[config.mk]
export PLATFORM = sky130hd
export DESIGN_NAME = period_meter
export DESIGN_NICKNAME = d
export VERILOG_FILES = /design/src/rtl/pm_pkg.sv /design/src/rtl/pm_sync.sv /design/src/rtl/pm_filter.sv /design/src/rtl/pm_core.sv /design/src/rtl/pm_pulse.sv /design/src/rtl/period_meter.sv
export SDC_FILE = /design/constraint.sdc
export NUM_CORES = 1
export LEC_CHECK = 0
export ABC_AREA = 0
export BUFFER_PORTS_ARGS = -buffer_cell sky130_fd_sc_hd__buf_2
export CAP_MARGIN = 20
export CORE_MARGIN = 2
export CORE_UTILIZATION = 40
export CTS_BUF_LIST = sky130_fd_sc_hd__clkbuf_4 sky130_fd_sc_hd__clkbuf_8
export CTS_CLUSTER_DIAMETER = 60
export DETAILED_ROUTE_END_ITERATION = 8
export PLACE_DENSITY = 0.7
export REMOVE_ABC_BUFFERS = 1
export SLEW_MARGIN = 20
export SYNTH_ARGS = -nofsm -noshare
export SYNTH_HDL_FRONTEND = slang
export SYNTH_SLANG_ARGS = --single-unit
[constraint.sdc]
create_clock -name clk -period 5.4 [get_ports clk]
set_input_delay 0.81 -clock clk [delete_from_list [all_inputs] [get_ports clk]]
set_output_delay 0.81 -clock clk [all_outputs]
set_load 0.02 [all_outputs]
[src/rtl/pm_pkg.sv]
package pm_pkg;
  typedef enum logic [1:0] {
    PM_IDLE = 2'd0,
    PM_WAIT = 2'd1,
    PM_RUN  = 2'd2
  } pm_state_t;
endpackage

[src/rtl/pm_sync.sv]
module pm_sync #(
  parameter int WIDTH  = 2,
  parameter int STAGES = 2
) (
  input  logic             clk,
  input  logic             rst_n,
  input  logic [WIDTH-1:0] d,
  output logic [WIDTH-1:0] q
);
  for (genvar b = 0; b < WIDTH; b++) begin : g_bit
    logic [STAGES-1:0] chain;
    always_ff @(posedge clk or negedge rst_n) begin
      if (!rst_n) chain <= '0;
      else        chain <= {chain[STAGES-2:0], d[b]};
    end
    assign q[b] = chain[STAGES-1];
  end
endmodule

[src/rtl/pm_filter.sv]
module pm_filter #(
  parameter int DB_LEN = 17
) (
  input  logic clk,
  input  logic rst_n,
  input  logic db_en,
  input  logic din,
  output logic rise,
  output logic fall
);
  localparam int CW = $clog2(DB_LEN + 1);
  localparam logic [CW-1:0] LAST = CW'(DB_LEN - 1);

  logic          lvl, lvl_d;
  logic [CW-1:0] run;

  always_ff @(posedge clk or negedge rst_n) begin
    if (!rst_n) begin
      lvl   <= 1'b0;
      lvl_d <= 1'b0;
      run   <= '0;
    end else begin
      lvl_d <= lvl;
      if (din == lvl) begin
        run <= '0;
      end else if (!db_en || run == LAST) begin
        lvl <= din;
        run <= '0;
      end else begin
        run <= run + 1'b1;
      end
    end
  end

  assign rise = lvl & ~lvl_d;
  assign fall = ~lvl & lvl_d;
endmodule

[src/rtl/pm_core.sv]
module pm_core
  import pm_pkg::*;
#(
  parameter int CNT_W = 16
) (
  input  logic             clk,
  input  logic             rst_n,
  input  logic             arm,
  input  logic             fall_sel,
  input  logic             m_rise,
  input  logic             m_fall,
  input  logic             c_edge,
  output logic             finish,
  output logic [CNT_W-1:0] result,
  output logic             ovf
);
  localparam logic [CNT_W-1:0] MAXV = '1;

  pm_state_t        state;
  logic [CNT_W-1:0] cnt, cnt_nxt;
  logic             sat, sat_nxt, act;

  assign act     = fall_sel ? m_fall : m_rise;
  assign cnt_nxt = (c_edge && cnt != MAXV) ? cnt + 1'b1 : cnt;
  assign sat_nxt = sat | (c_edge && cnt == MAXV);
  assign finish  = (state == PM_RUN) && act && !arm;

  always_ff @(posedge clk or negedge rst_n) begin
    if (!rst_n) begin
      state  <= PM_IDLE;
      cnt    <= '0;
      sat    <= 1'b0;
      result <= '0;
      ovf    <= 1'b0;
    end else if (arm) begin
      state <= PM_WAIT;
    end else begin
      case (state)
        PM_WAIT: if (act) begin
          state <= PM_RUN;
          cnt   <= '0;
          sat   <= 1'b0;
        end
        PM_RUN: if (act) begin
          result <= cnt_nxt;
          ovf    <= sat_nxt;
          state  <= PM_IDLE;
        end else begin
          cnt <= cnt_nxt;
          sat <= sat_nxt;
        end
        default: state <= PM_IDLE;
      endcase
    end
  end
endmodule

[src/rtl/pm_pulse.sv]
module pm_pulse #(
  parameter int PULSE_CYC = 14
) (
  input  logic clk,
  input  logic rst_n,
  input  logic finish,
  input  logic irq_en,
  input  logic irq_ack,
  output logic done_pulse,
  output logic irq
);
  localparam int PW = $clog2(PULSE_CYC + 1);

  logic [PW-1:0] left;

  always_ff @(posedge clk or negedge rst_n) begin
    if (!rst_n) begin
      left <= '0;
      irq  <= 1'b0;
    end else begin
      if (finish)         left <= PW'(PULSE_CYC);
      else if (left != 0) left <= left - 1'b1;
      if (finish && irq_en) irq <= 1'b1;
      else if (irq_ack)     irq <= 1'b0;
    end
  end

  assign done_pulse = (left != 0);
endmodule

[src/rtl/period_meter.sv]
module period_meter #(
  parameter int CNT_W       = 16,
  parameter int SYNC_STAGES = 2,
  parameter int DB_DELAY    = 20,
  parameter int PULSE_CYC   = 14
) (
  input  logic             clk,
  input  logic             rst_n,
  input  logic             arm,
  input  logic             meas_in,
  input  logic             cnt_clk_in,
  input  logic             debounce_en,
  input  logic             fall_sel,
  input  logic             irq_en,
  input  logic             irq_ack,
  output logic [CNT_W-1:0] result,
  output logic             ovf,
  output logic             done_pulse,
  output logic             irq
);
  localparam int DB_LEN = DB_DELAY - SYNC_STAGES - 1;

  logic [1:0] synced;
  logic       ck_d, c_edge, m_rise, m_fall, finish;

  pm_sync #(.WIDTH(2), .STAGES(SYNC_STAGES)) u_sync (
    .clk(clk), .rst_n(rst_n), .d({cnt_clk_in, meas_in}), .q(synced)
  );

  pm_filter #(.DB_LEN(DB_LEN)) u_filt (
    .clk(clk), .rst_n(rst_n), .db_en(debounce_en), .din(synced[0]),
    .rise(m_rise), .fall(m_fall)
  );

  always_ff @(posedge clk or negedge rst_n) begin
    if (!rst_n) ck_d <= 1'b0;
    else        ck_d <= synced[1];
  end
  assign c_edge = synced[1] & ~ck_d;

  pm_core #(.CNT_W(CNT_W)) u_core (
    .clk(clk), .rst_n(rst_n), .arm(arm), .fall_sel(fall_sel),
    .m_rise(m_rise), .m_fall(m_fall), .c_edge(c_edge),
    .finish(finish), .result(result), .ovf(ovf)
  );

  pm_pulse #(.PULSE_CYC(PULSE_CYC)) u_pulse (
    .clk(clk), .rst_n(rst_n), .finish(finish), .irq_en(irq_en),
    .irq_ack(irq_ack), .done_pulse(done_pulse), .irq(irq)
  );
endmodule

# After elaboration in Yosys (flattened, before gate mapping)
# Index checks and enable logic that the tools add are counted.
# classes
n_addsub	3
n_eq_ne	10
muxes	18
n_bitwise	9
reduce_logical	16
# ops
op	n
16-bit 2-to-1 mux	3
16-bit one-hot mux with 2 select lines	1
16-bit by 1-bit adder with 16-bit output, second input constant	1
16-bit equality test, second input constant	1
16-bit inequality test, second input constant	1
5-bit 2-to-1 mux	2
4-bit 2-to-1 mux	2
2-bit 2-to-1 mux	3
3-bit by 2-bit inequality test with 1-bit output, second input constant	2
2-bit nonzero test	3
5-bit by 1-bit adder with 5-bit output, second input constant	1
5-bit equality test, second input constant	1
1-bit logical AND	5
1-bit 2-to-1 mux	5
1-bit NOT	5
2-bit one-hot mux with 2 select lines	1
2-bit AND reduction	2
4-bit AND reduction	1
4-bit nonzero test	1
4-bit by 1-bit subtractor with 4-bit output, second input constant	1
1-bit AND	3
3-bit AND reduction	1
2-bit by 1-bit equality test with 1-bit output, second input constant	1
2-bit equality test, second input constant	1
7 further kinds	8
# word_totals
register_bits	53
inputBits	9
output_inout_bits	19
wordCells	69

# Longest topological paths before layout
# logic_depth
depth_word	7
ltp_mapped	7
depth_no_buf	5

# Cells and area by module
# A second synthesis with hierarchy kept.
# unflattened
cells_unflattened	271
hier_area_um2	2657.5
# modules_own_cells
module	instances	cells_each	area_per_inst_um2	seq_area_each_um2
pm_core	1	206	1884.3	900.9
pm_filter	1	29	331.6	175.2
pm_pulse	1	28	287.8	125.1
pm_sync	1	6	115.1	100.1
period_meter	1	2	38.8	25.0

# Worst setup path after synthesis
# Ideal clock, no wire load.
# synth_timing
kind	register to output
from	register u_pulse.left[0]
to	output done_pulse
t_arrival_ns	1.248
required_ns	4.590
path_slack_ns	3.342
path_stages_with_launch	5
n_path_buf	0
cell_sequence	dfrtp_1 inv_1 ha_1 nor3b_1 inv_1
# synth_between
elab_chain_cells	1
# synth_rtl
element	line_no	rtl
start, declared	pm_pulse.sv:14	logic [PW-1:0] left;
start signal, assigned	pm_pulse.sv:21	if (finish) left <= PW'(PULSE_CYC);
start signal, assigned	pm_pulse.sv:22	else if (left != 0) left <= left - 1'b1;
4-bit nonzero test	pm_pulse.sv:28	assign done_pulse = (left != 0);
end, declared	period_meter.sv:18	output logic done_pulse,
# Every way passes these cells.

# Final worst setup path
# Ends and elaborated chain as after synthesis.

==> flow_summary.ini <==
[sta]
worstMarginPinSlew_ps = 715
rsz0062_at_grt = no
finalSetupTns_ps = 0
worst_clock_skew_ps = 12.2
hold_violations = 0
fin_crit_ps = 2580
setup_viol = 0
period_share_pct = 47.7
slew_headroom_pct = 52.0
fmax_mhz = 388
drv_slew = 0

[pwr]
finalPower_uw = 878
powerDensity_mw_per_mm2 = 283
p_leak_nw = 1.28
max-vdd-ir-drop_mv = 0.103

[die]
start_util_pct = 41.6
rows = 30
coreArea_mm2 = 0.00683
die_h_um = 88.2
die_w_um = 88.2
io_pins = 28
die-area_mm2 = 0.00779

[setup_path]
cp_data_arrival_time_ps = 1770
rr_startpoint = u_core.cnt[1]
worstReg2RegEnd = u_core.cnt[3]
worst-endpoint-required_ps = 4590
setup.worst_path.start_class = register
critPathMaxFanout = 6
r2r_cells = 6
regToRegSetupSlack_ps = 3010
worstSetupPathType = reg2out
critical_path.endpoint_type = output port

[clocking]
cts_root_buffer = clkbuf_8
clkSinkCount = 53
worstSkewPairLatency_ps = 310
cts_resized = 0
cts_hold_buffers = 0
cts_buffer_depth = 2
clk_pin_slew_ps = 100
post_cts_buffers = 0
numCtsBuffers = 5
cts_tree = done
htreeDepth = 2

[min_path]
hold_path.class = reg2reg
holdPathEnd = u_sync.g_bit[1].chain[1]
holdPathStages = 0
min_from = u_sync.g_bit[1].chain[0]

[place]
place_congestion = 0.799
port_buffers = 27
hpwl_mm = 4.00

[drt]
drtIter0Drc = 162
wl_per_cell_um = 14.7
drt-met1-wl_mm = 2.86
drcViolationCount = 0
highest_layer = met4
avgViaCountPerCell = 5.54
wl_mm = 5.94
met3_length_um = 253
ant_nets = 0
num_vias = 2240
firstDrtPassIters = 4
wl_met2_mm = 2.75

[finish]
antennaDiodeCount = 0
seq_area_mm2 = 0.00133
nets = 321
layout-drive-gt1-share_pct = 16.9
multi_input_area_mm2 = 0.00136
fillerInstances = 692
area_growth_pct = 9.26

[global_route]
grt_util_all_layers_pct = 17.2
antenna_found_initial = 0
grt_pass1_vias = 2167
grt_start_max_net_pins = 54
grt_overflow = 0
grt_pass1_wl_mm = 10.6

[run_status]
outcome = complete, no violations

[synthesis]
synthCells = 289
ys_types = 50
post-synth-top-count-cell = dfrtp_1
synth_top_area_share_pct = 46.7
ys_seq_elements = 53
synthTopCellsByArea = dfrtp_1 47%, a31oi_1 5.5%, nand3_1 3.9%, o21ai_0 3.7%, nand2_1 2.6%
syn-cell-area_mm2 = 0.00284
synth_area_per_cell_um2 = 9.82
synth_common_cells = 53 x dfrtp_1, 25 x a31oi_1, 22 x nand3_1
synth_warnings = 0
synthArstFlopShare_pct = 100
ys.flop_type = dfrtp_1
ys_seq_area_share_pct = 46.7
yosys.area.top_type = dfrtp_1
synth_edf_count = 0

[job]
maxCapViolCount = 0
-- how the worst max path moves through the flow --
stage,from,endpoint,slack [ps],cells past startpoint
global route,u_pulse.left[0],done_pulse,2540,5
CTS,u_pulse.left[0],done_pulse,2800,5
detailed placement,fall_sel,u_core.result[7],2610,5
floorplan,arm,u_core.cnt[14],2980,4
global placement,fall_sel,u_core.result[7],2690,5
finish,u_pulse.left[0],done_pulse,2820,5
-- worst max-delay path, cell delays in order (launching register included) --
cell     delay [ps]
dfrtp_1         390
inv_1           110
ha_1            150
nor3b_1         550
inv_1            70
buf_2           180
-- stage by stage --
| stage | hold slack [ps] | area (µm²) | utilization [%] | setup WS (ps) | cells |
|---|---|---|---|---|---|
| finish | 360 | 3100 | 45.4 | 2820 | 404 |
| global route | 367 | 3100 | 45.4 | 2540 | 404 |
| CTS | 358 | 3090 | 45.3 | 2800 | 404 |
| detailed placement | 337 | 3010 | 44.0 | 2610 | 396 |
| global placement | 333 | 3010 | 44.0 | 2690 | 396 |
| floorplan | 331 | 2720 | - | 2980 | 269 |
-- logic make-up after synthesis --
| family | Yosys count | synth area share [%] |
|---|---|---|
| fa+ha+maj | 5 | 2.20 |
| simple gates | 112 | 22.8 |
| xor+xnor | 10 | 3.08 |
| mux | 1 | 0.397 |
| buf+inv | 31 | 5.55 |
| flops | 53 | 46.7 |
| compound gates | 77 | 19.2 |
-- per-layer routing --
layer,track usage [%],up-vias
met5,0,-
met4,4.55,0
met3,3.54,7
met2,28.0,41
met1,23.6,1075
li1,-,1117
-- report_power, final --
group | switching, mW | leakage [nW] | internal, mW
clock network | 0.127 | 0.0484 | 0.0952
registers | 0.0348 | 0.705 | 0.443
logic | 0.104 | 0.531 | 0.0751
total | 0.265 | 1.28 | 0.613
-- layout by cell type (no fill, tap or decap), drive strengths merged, types with 2 or more instances in the layout --
cell / Yosys / layout
xor2: 4 / 4
o311ai: 2 / 2
nor3b: 4 / 4
nand3: 22 / 22
ha: 5 / 5
nor3: 4 / 4
a41oi: 4 / 4
o21ai: 25 / 25
nand2: 20 / 20
nand2b: 2 / 2
and3: 3 / 3
nand4: 9 / 9
clkinv: 0 / 2
clkbuf: 3 / 6
o31ai: 4 / 4
or3b: 2 / 2
a31oi: 25 / 25
dfrtp: 53 / 53
buf: 17 / 31
o211ai: 6 / 6
or4: 6 / 6
nor2: 19 / 19
a21oi: 6 / 6
nor4: 2 / 2
inv: 11 / 11
or3: 8 / 8
and4: 6 / 6
xnor2: 6 / 6
-- cell type report --
class	count	area share (%)
clock buffers	6	2.46
clock inverters	2	0.323
repair buffers	31	5.32
well taps	96	3.87
flip-flops and latches	53	42.8
multi-input cells	205	43.9
inverters	11	1.33
-- registers in the layout, indices dropped and copies added (netlist names) --
signal              cells
u_core.state            2
u_sync.g_bit.chain      4
u_filt.run              5
u_pulse.irq             1
u_filt.lvl_d            1
u_core.cnt             16
u_filt.lvl              1
u_core.result          16
u_core.sat              1
ck_d                    1
u_pulse.left            4
u_core.ovf              1
Note: power is estimated with default switching activity, not from simulation.
